$ cat src/rtl/tmr_pkg.sv
package tmr_pkg;
  localparam int REG_W = 32;

  // register byte offsets
  localparam logic [7:0] OFF_CTRL  = 8'h00;
  localparam logic [7:0] OFF_PRESC = 8'h04;
  localparam logic [7:0] OFF_STAT  = 8'h08;
  localparam logic [7:0] OFF_IE    = 8'h0C;
  localparam logic [7:0] OFF_CMP   = 8'h10;
  localparam logic [7:0] OFF_CNT   = 8'h24;

  // control bit positions
  localparam int B_EN     = 0;
  localparam int B_WAIT   = 3;
  localparam int B_SRC    = 6;
  localparam int B_FREE   = 9;
  localparam int B_FAST   = 10;
  localparam int ODIV_LSB = 12;

  typedef enum logic [2:0] {
    SRC_NONE = 3'd0,
    SRC_BUS  = 3'd1,
    SRC_PER  = 3'd2,
    SRC_OSC  = 3'd5
  } src_e;

  typedef struct packed {
    logic       fast_en;
    logic       free_run;
    logic [2:0] src;
    logic       wait_run;
    logic       en;
  } ctrl_t;
endpackage

$ cat src/rtl/tmr_prescale.sv
module tmr_prescale #(
  parameter int W = 12
) (
  input  logic         clk,
  input  logic         rst,
  input  logic         clr,
  input  logic         tick_in,
  input  logic [W-1:0] limit,
  output logic         tick_out
);
  logic [W-1:0] cnt_q;
  logic         at_lim;

  assign at_lim   = (cnt_q >= limit);
  assign tick_out = tick_in && at_lim;

  always_ff @(posedge clk) begin
    if (rst || clr)
      cnt_q <= '0;
    else if (tick_in)
      cnt_q <= at_lim ? '0 : cnt_q + W'(1);
  end
endmodule

$ cat src/rtl/tmr_tick_path.sv
module tmr_tick_path
  import tmr_pkg::*;
#(
  parameter int MDIV_W        = 12,
  parameter int ODIV_W        = 4,
  parameter int OSC_FIXED_DIV = 8
) (
  input  logic              clk,
  input  logic              rst,
  input  ctrl_t             ctrl,
  input  logic [MDIV_W-1:0] main_div,
  input  logic [ODIV_W-1:0] osc_div,
  input  logic              tick_bus,
  input  logic              tick_per,
  input  logic              tick_osc,
  input  logic              low_power_wait,
  output logic              adv
);
  localparam logic [ODIV_W-1:0] OSC_FIXED_LIM = ODIV_W'(OSC_FIXED_DIV - 1);

  logic              run;
  logic              osc_out;
  logic              sel_tick;
  logic [ODIV_W-1:0] osc_lim;

  assign run     = ctrl.en && (!low_power_wait || ctrl.wait_run);
  assign osc_lim = ctrl.fast_en ? osc_div : OSC_FIXED_LIM;

  tmr_prescale #(.W(ODIV_W)) u_osc_div (
    .clk     (clk),
    .rst     (rst),
    .clr     (!ctrl.en),
    .tick_in (tick_osc && run),
    .limit   (osc_lim),
    .tick_out(osc_out)
  );

  always_comb begin
    case (ctrl.src)
      SRC_BUS: sel_tick = tick_bus && run;
      SRC_PER: sel_tick = tick_per && run;
      SRC_OSC: sel_tick = osc_out;
      default: sel_tick = 1'b0;
    endcase
  end

  tmr_prescale #(.W(MDIV_W)) u_main_div (
    .clk     (clk),
    .rst     (rst),
    .clr     (!ctrl.en),
    .tick_in (sel_tick),
    .limit   (main_div),
    .tick_out(adv)
  );
endmodule

$ cat src/rtl/tmr_counter.sv
module tmr_counter #(
  parameter int CNT_W = 32
) (
  input  logic             clk,
  input  logic             rst,
  input  logic             en,
  input  logic             adv,
  input  logic             free_run,
  input  logic [CNT_W-1:0] cmp,
  output logic [CNT_W-1:0] cnt,
  output logic             match
);
  logic [CNT_W-1:0] cnt_q;
  logic [CNT_W-1:0] cnt_nx;

  always_comb begin
    if (!free_run && (cnt_q == cmp))
      cnt_nx = '0;
    else
      cnt_nx = cnt_q + CNT_W'(1);
  end

  assign match = en && adv && (cnt_nx == cmp);
  assign cnt   = cnt_q;

  always_ff @(posedge clk) begin
    if (rst || !en)
      cnt_q <= '0;
    else if (adv)
      cnt_q <= cnt_nx;
  end
endmodule

$ cat src/rtl/tmr_regs.sv
module tmr_regs
  import tmr_pkg::*;
#(
  parameter int AW     = 8,
  parameter int CNT_W  = 32,
  parameter int MDIV_W = 12,
  parameter int ODIV_W = 4
) (
  input  logic              clk,
  input  logic              rst,
  input  logic [AW-1:0]     bus_addr,
  input  logic              bus_wr,
  input  logic              bus_rd,
  input  logic [REG_W-1:0]  bus_wdata,
  output logic [REG_W-1:0]  bus_rdata,
  input  logic              match,
  input  logic [CNT_W-1:0]  cnt,
  output ctrl_t             ctrl,
  output logic [MDIV_W-1:0] main_div,
  output logic [ODIV_W-1:0] osc_div,
  output logic [CNT_W-1:0]  cmp,
  output logic              flag,
  output logic              ie,
  output logic              irq
);
  logic wr_ctrl, wr_presc, wr_stat, wr_ie, wr_cmp;
  logic flag_d, ie_d;
  logic [REG_W-1:0] rd_mux;

  assign wr_ctrl  = bus_wr && (bus_addr == AW'(OFF_CTRL));
  assign wr_presc = bus_wr && (bus_addr == AW'(OFF_PRESC));
  assign wr_stat  = bus_wr && (bus_addr == AW'(OFF_STAT));
  assign wr_ie    = bus_wr && (bus_addr == AW'(OFF_IE));
  assign wr_cmp   = bus_wr && (bus_addr == AW'(OFF_CMP));

  always_comb begin
    if (match)
      flag_d = 1'b1;
    else if (wr_stat && bus_wdata[0])
      flag_d = 1'b0;
    else
      flag_d = flag;
    ie_d = wr_ie ? bus_wdata[0] : ie;
  end

  always_ff @(posedge clk) begin
    if (rst) begin
      ctrl     <= '0;
      main_div <= '0;
      osc_div  <= '0;
      cmp      <= '0;
      flag     <= 1'b0;
      ie       <= 1'b0;
      irq      <= 1'b0;
    end else begin
      if (wr_ctrl) begin
        ctrl.en       <= bus_wdata[B_EN];
        ctrl.wait_run <= bus_wdata[B_WAIT];
        ctrl.src      <= bus_wdata[B_SRC +: 3];
        ctrl.free_run <= bus_wdata[B_FREE];
        ctrl.fast_en  <= bus_wdata[B_FAST];
      end
      if (wr_presc) begin
        main_div <= bus_wdata[MDIV_W-1:0];
        osc_div  <= bus_wdata[ODIV_LSB +: ODIV_W];
      end
      if (wr_cmp)
        cmp <= bus_wdata[CNT_W-1:0];
      flag <= flag_d;
      ie   <= ie_d;
      irq  <= flag_d && ie_d;
    end
  end

  always_comb begin
    rd_mux = '0;
    case (bus_addr)
      AW'(OFF_CTRL): begin
        rd_mux[B_EN]       = ctrl.en;
        rd_mux[B_WAIT]     = ctrl.wait_run;
        rd_mux[B_SRC +: 3] = ctrl.src;
        rd_mux[B_FREE]     = ctrl.free_run;
        rd_mux[B_FAST]     = ctrl.fast_en;
      end
      AW'(OFF_PRESC): begin
        rd_mux[MDIV_W-1:0]          = main_div;
        rd_mux[ODIV_LSB +: ODIV_W]  = osc_div;
      end
      AW'(OFF_STAT):  rd_mux[0] = flag;
      AW'(OFF_IE):    rd_mux[0] = ie;
      AW'(OFF_CMP):   rd_mux[CNT_W-1:0] = cmp;
      AW'(OFF_CNT):   rd_mux[CNT_W-1:0] = cnt;
      default:        rd_mux = '0;
    endcase
  end

  always_ff @(posedge clk) begin
    if (rst)
      bus_rdata <= '0;
    else if (bus_rd)
      bus_rdata <= rd_mux;
  end
endmodule

$ cat src/rtl/gp_match_timer.sv
module gp_match_timer
  import tmr_pkg::*;
#(
  parameter int AW            = 8,
  parameter int CNT_W         = 32,
  parameter int MDIV_W        = 12,
  parameter int ODIV_W        = 4,
  parameter int OSC_FIXED_DIV = 8
) (
  input  logic             clk,
  input  logic             rst,
  input  logic [AW-1:0]    bus_addr,
  input  logic             bus_wr,
  input  logic             bus_rd,
  input  logic [REG_W-1:0] bus_wdata,
  output logic [REG_W-1:0] bus_rdata,
  input  logic             tick_bus,
  input  logic             tick_per,
  input  logic             tick_osc,
  input  logic             low_power_wait,
  output logic             irq
);
  ctrl_t             ctrl_q;
  logic [MDIV_W-1:0] main_div;
  logic [ODIV_W-1:0] osc_div;
  logic [CNT_W-1:0]  cmp_val;
  logic [CNT_W-1:0]  cnt_val;
  logic              adv;
  logic              match;
  logic              stat_flag;
  logic              ie_bit;
  logic              ctrl_en;
  logic              free_run;

  assign ctrl_en  = ctrl_q.en;
  assign free_run = ctrl_q.free_run;

  tmr_regs #(
    .AW(AW), .CNT_W(CNT_W), .MDIV_W(MDIV_W), .ODIV_W(ODIV_W)
  ) u_regs (
    .clk      (clk),
    .rst      (rst),
    .bus_addr (bus_addr),
    .bus_wr   (bus_wr),
    .bus_rd   (bus_rd),
    .bus_wdata(bus_wdata),
    .bus_rdata(bus_rdata),
    .match    (match),
    .cnt      (cnt_val),
    .ctrl     (ctrl_q),
    .main_div (main_div),
    .osc_div  (osc_div),
    .cmp      (cmp_val),
    .flag     (stat_flag),
    .ie       (ie_bit),
    .irq      (irq)
  );

  tmr_tick_path #(
    .MDIV_W(MDIV_W), .ODIV_W(ODIV_W), .OSC_FIXED_DIV(OSC_FIXED_DIV)
  ) u_ticks (
    .clk           (clk),
    .rst           (rst),
    .ctrl          (ctrl_q),
    .main_div      (main_div),
    .osc_div       (osc_div),
    .tick_bus      (tick_bus),
    .tick_per      (tick_per),
    .tick_osc      (tick_osc),
    .low_power_wait(low_power_wait),
    .adv           (adv)
  );

  tmr_counter #(.CNT_W(CNT_W)) u_cnt (
    .clk     (clk),
    .rst     (rst),
    .en      (ctrl_en),
    .adv     (adv),
    .free_run(free_run),
    .cmp     (cmp_val),
    .cnt     (cnt_val),
    .match   (match)
  );
endmodule

$ cat config.mk
export PLATFORM = sky130hd
export DESIGN_NAME = gp_match_timer
export DESIGN_NICKNAME = d
export VERILOG_FILES = /design/src/rtl/tmr_pkg.sv /design/src/rtl/tmr_prescale.sv /design/src/rtl/tmr_tick_path.sv /design/src/rtl/tmr_counter.sv /design/src/rtl/tmr_regs.sv /design/src/rtl/gp_match_timer.sv
export SDC_FILE = /design/constraint.sdc
export NUM_CORES = 1
export LEC_CHECK = 0
export ABC_CLOCK_PERIOD_IN_PS = 5300
export BUFFER_PORTS_ARGS = -buffer_cell sky130_fd_sc_hd__buf_4
export CORE_MARGIN = 10
export CORE_UTILIZATION = 55
export CTS_BUF_LIST = sky130_fd_sc_hd__clkbuf_8
export CTS_CLUSTER_DIAMETER = 50
export DETAILED_ROUTE_END_ITERATION = 16
export PLACE_DENSITY = 0.86
export SLEW_MARGIN = 5
export SYNTH_ARGS = -nofsm -noshare
export SYNTH_HDL_FRONTEND = slang
export SYNTH_SLANG_ARGS = --single-unit
$ cat constraint.sdc
create_clock -name clk -period 5.3 [get_ports clk]
set_input_delay 0.53 -clock clk [delete_from_list [all_inputs] [get_ports clk]]
set_output_delay 0.53 -clock clk [all_outputs]
set_load 0.005 [all_outputs]
==> reports/results.txt <==
Initial DRT Pass Iterations: 14
Cell Area, Synth: 0.00768 sq mm
Final TNS setup: 0 ns
Post-Synthesis Cells: 1004
number of inserted diodes: 0
buffer type at the clock tree root: clkbuf_8
signal arrival time at the worst endpoint: 4.07 ns
Resize count post-CTS: 0
remaining antenna violation count: 0
horizontal die dimension: 138 microns
height of the chip: 138 microns
TritonCTS clock tree: yes
Hold Path Depth: 3
Top Ports: 81
first-pass GRT wire length: 38.1 mm
CTS sink cnt: 138
Post-Synth Simple-Gate Area: 26.7%
critical path startpoint: u_cnt.cnt[0]
maximum clock insertion buffer count: 2
Die ar.: 0.0191 sq mm
initial antenna violation count: 0
vias per cell: 6.35
compound-cell area share of the yosys netlist: 18.7%
synthesized-area fraction occupied by adder cells: 3.09%
Synth Warn #: 0
routed length per placed instance: 19.9 microns
highest fanout seen on the critical path: 9
static leakage power: 3.06 nW
most frequent cell after synthesis: nand2_1
Rel. slew slack: 24.3%
Synth async-reset ratio: 0%
number of max-cap violations: 0
number of core rows: 43
sequential fraction of the synthesis area: 36.0%
Setup WS pre-CTS: 1.71 ns
type of element capturing the critical path: flip-flop
power density over the cells: 232 mW/mm^2
worst flop-to-flop path endpoint: u_regs.irq
share of the synthesized area in the top cell type: 36.0%
core region area: 0.0138 sq mm
deepest level of the CTS H-tree: 4
TritonCTS buffer count: 17
number of DRC violations after detailed routing: 1
top area cells in the synthesized netlist: dfxtp_1 (36%), a21oi_1 (7.8%), nand2_1 (7.3%)
via count of the first global-routing pass: 6988
data required time at the worst endpoint: 5.71 ns
net count of the mapped netlist: 1071
final critical delay including setup and external delays: 3.66 ns
clock insertion delay at the later pin of the skew report: 0.48 ns
maximum number of pins on one net before global-route repair: 93
flop and latch count out of synthesis: 138
final net count: 1099
Worst Clk Skew: 0.0153 ns
CTS Hold Bufs: 0
number of failing hold endpoints at the final stage: 0
top achievable clock speed: 273 MHz
half-perimeter wire length after placement: 17.5 mm
combinational family with the most area after synthesis: simple AND/OR/NAND/NOR gates
hold path startpoint: bus_wdata[13]
min setup slack post-route: 1.64 ns
setup repair after global routing missed its margin: false
endpoint with the worst hold slack: u_regs.osc_div[1]
Primary FF master, synth: dfxtp_1
Final Cycle Share: 69.1%
Port Buffer Count: 80
peak supply drop: 0.000281 V
setup slack of the most critical reg-to-reg path: 1.64 ns
initial standard-cell utilization of the core: 55.8%
Post-CTS Setup Inserts: 0
largest area contributor in the netlist: dfxtp_1
Tot GR Track Use: 24.1%
failing checks: DRC
critical path startpoint category: flip-flop
RD Place Congestion: 1.04
Detailed Route Iter0 Violations: 1318
Avg Inst Size Synth: 7.65 sq um
transition time at the pin with the least slew margin: 1.13 ns
origin of the critical flop-to-flop path: u_cnt.cnt[0]
number of vias in the routed layout: 7781
EDFF count, synth: 0
worst reg-to-reg path cell count: 10
area growth from synthesis to layout: 12.3%
global route overflow: 0
type of the worst setup path: reg2reg
Post-synth top cells: nand2_1 (149), dfxtp_1 (138), a21oi_1 (119)
XOR/XNOR Fraction of Synth Area: 9.01%
number of distinct library cell variants in the gate-level netlist after synthesis: 67
number of failing setup endpoints in the final timing report: 0
clock transition at the registers of the reported paths: 0.08 ns
total detailed-routing wirelength: 24.4 mm
class of the most critical hold timing path: in2reg
share of final-layout standard cells stronger than drive strength 1: 12.9%
post-place instance area: 0.00824 sq mm
proportion of synthesized area in mux cells: 0.651%
final instance area: 0.00863 sq mm
number of pins with negative max-slew slack in the final report: 0
run status: finished with violations
layout by cell type, fill, tap and decap left out, types with 6 or more instances in the layout:
master / instances
a21oi_1: 119
xnor2_1: 47
nor4_1: 11
o22ai_1: 7
and3_1: 11
o21ai_0: 12
buf_4: 91
xor2_1: 32
nand3b_1: 11
dfxtp_1: 138
a222oi_1: 17
clkbuf_8: 19
nor3_1: 32
nand2_1: 149
nor2_1: 114
nor2b_1: 14
nand3_1: 22
inv_1: 27
clkinv_2: 6
or3_1: 6
nand4_1: 24
a221oi_1: 18
ha_1: 19
o21ai_1: 25
kinds of logic (layout without fill, tap and decap cells):
group,after synthesis,in the layout
and+or+nand+nor,426,426
AOI/OAI and AO/OA,229,229
DFF,138,138
buffers and inverters,108,149
xor gates and xnor gates,79,79
adders and majority gates,19,19
muxes,5,5
final cells by class:
| type | instances | area (sq um) |
|---|---|---|
| Inverter | 26 | 97.6 |
| Sequential cell | 138 | 2760 |
| Clock inverter | 13 | 128 |
| Timing Repair Buffer | 91 | 683 |
| Clock buffer | 19 | 262 |
| Multi-Input combinational cell | 758 | 4470 |
| Tap cell | 180 | 225 |
| Fill cell | 1226 | 5150 |
registers in the layout, summed over array words and instances, names as in the netlist:
name	flops
u_regs.osc_div	4
u_ticks.u_osc_div.cnt_q	4
u_regs.irq	1
u_ticks.u_main_div.cnt_q	12
u_regs.main_div	12
u_regs.bus_rdata	32
u_regs.flag	1
u_cnt.cnt	32
u_regs.ctrl	7
u_regs.cmp	32
u_regs.ie	1
layer usage:
metal	part of all wire [%]	GRT usage, %	vias to the layer above
met1	42	32.8	3643
met5	0	0	-
li1	-	-	3578
met2	43	35.4	507
met3	13	7.95	53
met4	2.0	6.77	0
how the worst max path moves through the flow:
| stage | to | slack, ns | depth (start not counted) |
|---|---|---|---|
| final | u_regs.irq | 1.64 | 10 |
| after global routing | u_regs.irq | 1.40 | 10 |
| after CTS | u_regs.irq | 1.70 | 10 |
| after detailed placement | u_regs.irq | 1.71 | 10 |
| after global placement | u_regs.irq | 1.74 | 10 |
| after floorplan | u_regs.irq | 2.38 | 10 |
report_power, final:
part | switching, mW | internal, mW
Sequential | 0.00419 | 1.04
Clock | 0.422 | 0.437
Combinational | 0.0533 | 0.0445
per-stage QoR:
stage	instances	power, mW	hold WS (ns)	util [%]
2_1_floorplan	1004	1.11	0.444	-
3_3_place_gp	1193	1.17	0.462	59.8
3_5_place_dp	1193	1.17	0.473	59.8
4_1_cts	1225	2.00	0.305	62.6
5_1_grt	1225	2.05	0.307	62.6
6_report	1225	2.00	0.307	62.6
worst max-delay path: stages, from the launching register on:
cell and delay (ns):
dfxtp_1 0.60, ha_1 0.36, nand3_2 0.27, nor4_1 0.60
xnor2_1 0.22, o22ai_1 0.13, or3_1 0.33, or3_1 0.39
a2111oi_2 0.35, a41oi_1 0.21, nor3_2 0.13
Power figures use the tool's default switching activity.
